===== src/rtl/bus_parity_pkg.sv =====
package bus_parity_pkg;
  localparam int unsigned FOLD_W = 64;

  typedef struct packed {
    logic armed;
    logic want;
  } chk_slot_t;

  // Odd-weight test: returns 1 when the vector holds an odd number of ones.
  function automatic logic odd_weight(input logic [FOLD_W-1:0] v);
    logic acc;
    acc = 1'b0;
    for (int i = 0; i < FOLD_W; i++) acc = acc ^ v[i];
    return acc;
  endfunction
endpackage


===== src/rtl/bus_parity_gen.sv =====
module bus_parity_gen #(
  parameter int unsigned AD_W  = 32,
  parameter int unsigned CBE_W = 4
) (
  input  logic             clk,
  input  logic             rst_n,
  input  logic [AD_W-1:0]  ad_i,
  input  logic [CBE_W-1:0] cbe_i,
  input  logic             drive_i,
  output logic             par_o,
  output logic             par_oe_o
);
  import bus_parity_pkg::*;
  localparam int unsigned WORD_W = AD_W + CBE_W;

  logic [WORD_W-1:0] word;
  logic              word_par;

  assign word     = {ad_i, cbe_i};
  assign word_par = odd_weight(FOLD_W'(word));

  always_ff @(posedge clk or negedge rst_n) begin
    if (!rst_n) begin
      par_o    <= 1'b0;
      par_oe_o <= 1'b0;
    end else begin
      par_o    <= drive_i ? word_par : 1'b0;
      par_oe_o <= drive_i;
    end
  end
endmodule


===== src/rtl/bus_parity_chk.sv =====
module bus_parity_chk #(
  parameter int unsigned AD_W  = 32,
  parameter int unsigned CBE_W = 4
) (
  input  logic             clk,
  input  logic             rst_n,
  input  logic [AD_W-1:0]  ad_i,
  input  logic [CBE_W-1:0] cbe_i,
  input  logic             capture_i,
  input  logic             par_i,
  output logic             pend_o,
  output logic             mismatch_o
);
  import bus_parity_pkg::*;
  localparam int unsigned WORD_W = AD_W + CBE_W;

  chk_slot_t         slot_q;
  logic [WORD_W-1:0] word;

  assign word = {ad_i, cbe_i};

  always_ff @(posedge clk or negedge rst_n) begin
    if (!rst_n) begin
      slot_q <= '0;
    end else begin
      slot_q.armed <= capture_i;
      slot_q.want  <= capture_i ? odd_weight(FOLD_W'(word)) : 1'b0;
    end
  end

  assign pend_o     = slot_q.armed;
  assign mismatch_o = slot_q.armed & (par_i ^ slot_q.want);
endmodule


===== src/rtl/bus_parity_err.sv =====
module bus_parity_err (
  input  logic clk,
  input  logic rst_n,
  input  logic mismatch_i,
  input  logic perr_en_i,
  input  logic dpe_clr_i,
  output logic seen_o,
  output logic perr_n_o,
  output logic dpe_o
);
  logic seen_q;
  logic report_q;

  always_ff @(posedge clk or negedge rst_n) begin
    if (!rst_n) begin
      seen_q   <= 1'b0;
      report_q <= 1'b0;
      perr_n_o <= 1'b1;
      dpe_o    <= 1'b0;
    end else begin
      seen_q   <= mismatch_i;
      report_q <= mismatch_i & perr_en_i;
      perr_n_o <= ~report_q;
      if (seen_q)         dpe_o <= 1'b1;
      else if (dpe_clr_i) dpe_o <= 1'b0;
    end
  end

  assign seen_o = seen_q;
endmodule


===== src/rtl/bus_parity_unit.sv =====
module bus_parity_unit #(
  parameter int unsigned AD_W  = 32,
  parameter int unsigned CBE_W = 4
) (
  input  logic             clk,
  input  logic             rst_n,
  input  logic [AD_W-1:0]  ad_i,
  input  logic [CBE_W-1:0] cbe_i,
  input  logic             drive_i,
  input  logic             rx_i,
  input  logic             phase_done_i,
  input  logic             par_i,
  input  logic             perr_en_i,
  input  logic             dpe_clr_i,
  output logic             par_o,
  output logic             par_oe_o,
  output logic             perr_n_o,
  output logic             dpe_o
);
  // Named internal events, visible to the bound checker.
  logic cap_fire;
  logic chk_pend;
  logic mismatch_w;
  logic seen_w;

  assign cap_fire = phase_done_i & rx_i & ~drive_i;

  bus_parity_gen #(.AD_W(AD_W), .CBE_W(CBE_W)) u_gen (
    .clk      (clk),
    .rst_n    (rst_n),
    .ad_i     (ad_i),
    .cbe_i    (cbe_i),
    .drive_i  (drive_i),
    .par_o    (par_o),
    .par_oe_o (par_oe_o)
  );

  bus_parity_chk #(.AD_W(AD_W), .CBE_W(CBE_W)) u_chk_path (
    .clk        (clk),
    .rst_n      (rst_n),
    .ad_i       (ad_i),
    .cbe_i      (cbe_i),
    .capture_i  (cap_fire),
    .par_i      (par_i),
    .pend_o     (chk_pend),
    .mismatch_o (mismatch_w)
  );

  bus_parity_err u_err (
    .clk        (clk),
    .rst_n      (rst_n),
    .mismatch_i (mismatch_w),
    .perr_en_i  (perr_en_i),
    .dpe_clr_i  (dpe_clr_i),
    .seen_o     (seen_w),
    .perr_n_o   (perr_n_o),
    .dpe_o      (dpe_o)
  );
endmodule


===== config.mk =====
export PLATFORM = sky130hd
export DESIGN_NAME = bus_parity_unit
export DESIGN_NICKNAME = d
export VERILOG_FILES = /design/src/rtl/bus_parity_pkg.sv /design/src/rtl/bus_parity_gen.sv /design/src/rtl/bus_parity_chk.sv /design/src/rtl/bus_parity_err.sv /design/src/rtl/bus_parity_unit.sv
export SDC_FILE = /design/constraint.sdc
export NUM_CORES = 1
export LEC_CHECK = 0
export ABC_CLOCK_PERIOD_IN_PS = 2220
export BUFFER_PORTS_ARGS = -buffer_cell sky130_fd_sc_hd__buf_4
export CORE_MARGIN = 1.5
export CORE_UTILIZATION = 41
export CTS_CLUSTER_DIAMETER = 50
export DETAILED_ROUTE_END_ITERATION = 8
export GPL_TIMING_DRIVEN = 1
export PLACE_DENSITY_LB_ADDON = 0.15
export SLEW_MARGIN = 20
export SYNTH_ARGS = -nofsm -noshare
export SYNTH_HDL_FRONTEND = slang
export SYNTH_SLANG_ARGS = --single-unit

===== constraint.sdc =====
create_clock -name clk -period 2.22 [get_ports clk]
set_clock_uncertainty 0.1 [all_clocks]
set_input_delay 0.444 -clock clk [delete_from_list [all_inputs] [get_ports clk]]
set_output_delay 0.444 -clock clk [all_outputs]
set_load 0.005 [all_outputs]

==> impl_results.md <==
- Peak supply drop: 413.1 µV
- Flop2flop setup slack: about 1.3 ns
- Max-cap violations: 0
- Average wire per standard cell: 10.13 µm
- CP Buf/Inv Count: 1
- Worst R2R Start: u_chk_path.slot_q[0]
- Fmax: 620.8 MHz
- Routed vias: about 550
- Initial DRC count: 2
- Util after Layout: between 70% and 80%
- Worst min-delay path class: in2reg
- Initial antenna violation count: 0
- Switch Pwr: roughly 0.17 mW
- Hold buffers post-CTS: 1
- Max incr delay on CP: 0.46 ns
- Pins Over Slew Limit: 0
- Core box area: 0.001350 mm²
- Drt drc: 0
- Most frequent cells in the layout: 47 x buf_4, 25 x xnor2_1, 7 x dfrtp_1
- Pre-CTS setup slack: 0.3450 ns
- Total power: a little over 0.6 mW
- Clock sinks: 8
- Initial Utilization: a little under half
- CP max FO: 2
- I/O pin cnt: between 40 and 50
- Hold Path Depth: 1
- Most common cell on crit path: xnor2_1
- Post-Layout Cell Count: between 100 and 150
- GRT Total Usage: between 10% and 20%
- First-pass GRT wire length: 2063 µm
- Setup violators final: 0
- RSZ-0062 raised after global routing: no
- P_int: between 0.4 and 0.5 mW
- Crit-path slowest cell: xnor3_1
- Seq/Total Area, Yosys: around a third
- Worst EP arrival: 1.65 ns
- Skew-Pair Late Insertion Delay: ~0.25 ns
- Family with the most delay on the worst path: XOR/XNOR gates
- Gr ovfl total: 0
- TritonRoute pass-1 iters: 2
- Hold Vio Cnt, Final: 0
- Required @ worst endpoint: 2.26 ns
- Die area: roughly 0.0018 mm²
- FF-to-FF End: u_err.report_q
- Vias in the first global route: about 540
- Die width: approximately 42 µm
- Synth Instances: 55
- Clock root buffer: clkbuf_4
- Crit-path cells: buf_4 > xnor2_1 > xnor2_1 > xnor2_1 > xnor3_1 > mux2i_1
- Worst Max-Slew Pin Slew: between 0.3 and 0.4 ns
- Status: completed
- TritonCTS clock tree: built
- Switching share of power: between 20% and 30%
- Leak Pwr: around 0.52 nW
- Largest net degree at the start of global routing: 9
- Min Clock Period, post-route: between 1.5 and 2 ns
- Setup total negative slack: 0 ns
- Min-delay src: drive_i
- FF-to-FF path depth: 2
- I/O Buffers: between 40 and 50
- CP startpoint kind: input pin
- Worst Hold Path EP: u_gen.par_oe_o
- Placed cell count: 117
- Synthesized area per cell: between 10 and 15 µm²
- WS Path Type: in2reg
- Net count, final: approximately 150
- Worst setup margin: 0.6092 ns
- Net Count, Synth: about 100
- Distinct cells, synth: 14
- Seq cells post-synth: 8
- Crit. End Element: register
- Die Y-Extent: 41.87 µm
- Row count: 13
- Fin crit share: between 70% and 80%
- Part of the power in combinational logic: between 50% and 60%
- Htree depth: 1
- Vias per inst: ~4.5
- Layout cells sized above 1: 48.60%
- WL final: between 1000 and 1500 µm
- Pwr dens: 606.4 mW/mm²
- CTS-repair resized insts: 0
- Seq pwr share: approximately 27%
- Area Overhead vs Synth: 65.86%
- Ant. Diodes: 0
- Synth warn: 0
- CTS max path bufs: 2
- Post-route ant nets: 0
- Clk slew on worst S/H paths: about 0.06 ns
- Most common cell after layout, fill and taps aside: buf_4
- Synth Cell Area: 619.3 µm²
- Slew HR: between 70 and 80%
- Placer Congestion: approximately 0.62
- Post-CTS Setup Bufs: 0
- Number of buffers created by CTS: 3
- Clk pwr share: around 19%
sequential cells by signal, indices dropped and copies added, names as in the netlist:
name,cells
u_err.seen_o,1
u_chk_path.slot_q,1
u_err.dpe_o,1
u_err.perr_n_o,1
u_gen.par_oe_o,1
u_gen.par_o,1
u_chk_path.pend_o,1
u_err.report_q,1
metal layers:
metal	GRT usage, %	wire length [µm]	up-vias
li1	-	-	274
met1	13.74	386	244
met2	33.13	724	29
met3	8.261	125	0
met4	1.935	0	0
met5	0	0	-
how the worst max path moves through the flow:
stage	start	slack, ns	cells past startpoint	to
2_1_floorplan	ad_i[8]	0.53	5	u_chk_path.slot_q[0]
3_3_place_gp	ad_i[30]	0.37	6	u_chk_path.slot_q[0]
3_5_place_dp	cbe_i[3]	0.35	6	u_gen.par_o
4_1_cts	cbe_i[3]	0.60	6	u_gen.par_o
5_1_grt	cbe_i[3]	0.46	6	u_gen.par_o
6_report	cbe_i[3]	0.61	6	u_gen.par_o
stage by stage:
step / instance area (µm²) / hold slack [ns]
2_1_floorplan: 619.3 / 0.04841
3_3_place_gp: 991.0 / 0.1620
3_5_place_dp: 991.0 / 0.1649
4_1_cts: 1027 / 0.2132
5_1_grt: 1027 / 0.2074
6_report: 1027 / 0.2202
cells in the mapped netlist:
cell	count	area [µm²]
nand2_1	5	18.77
dfrtp_1	7	175.2
and2_1	1	6.260
xor3_1	1	23.77
dfstp_2	1	26.28
and3_1	1	6.260
nor2_1	1	3.750
xnor3_1	2	45.04
xor2_1	5	43.79
xnor2_2	1	16.27
xnor2_1	25	219.0
a21o_1	1	7.510
mux2i_1	2	20.02
inv_1	2	7.510
power groups by stage:
stage	Sequential [mW]	Clock, mW	Combinational (mW)
3_3_place_gp	0.172	0	0.324
2_1_floorplan	0.173	0	0.228
5_1_grt	0.173	0.132	0.360
4_1_cts	0.171	0.123	0.337
6_report	0.171	0.121	0.331
3_5_place_dp	0.173	0	0.334
cell families after synthesis:
logic type / after synthesis / synth area share (%)
multiplexers: 2 / 3.232
buffers and inverters: 2 / 1.213
XOR/XNOR: 34 / 56.16
AO/OA/AOI/OAI: 1 / 1.213
AND/OR/NAND/NOR: 8 / 5.658
flip-flops: 8 / 32.53
worst register-to-register path, cell delays in order, from the launching register on:
cell and delay [ns]:
dfrtp_1 0.37, xor2_1 0.16, and3_1 0.17
area by class of cell:
type	count	area (µm²)
fillers	105	322.8
inverters	2	7.507
repair buffers	48	362.8
clock buffers	4	26.28
multi-input cells	45	410.4
well taps	15	18.77
flip-flops and latches	8	201.4
Power figures use the tool's default switching activity.
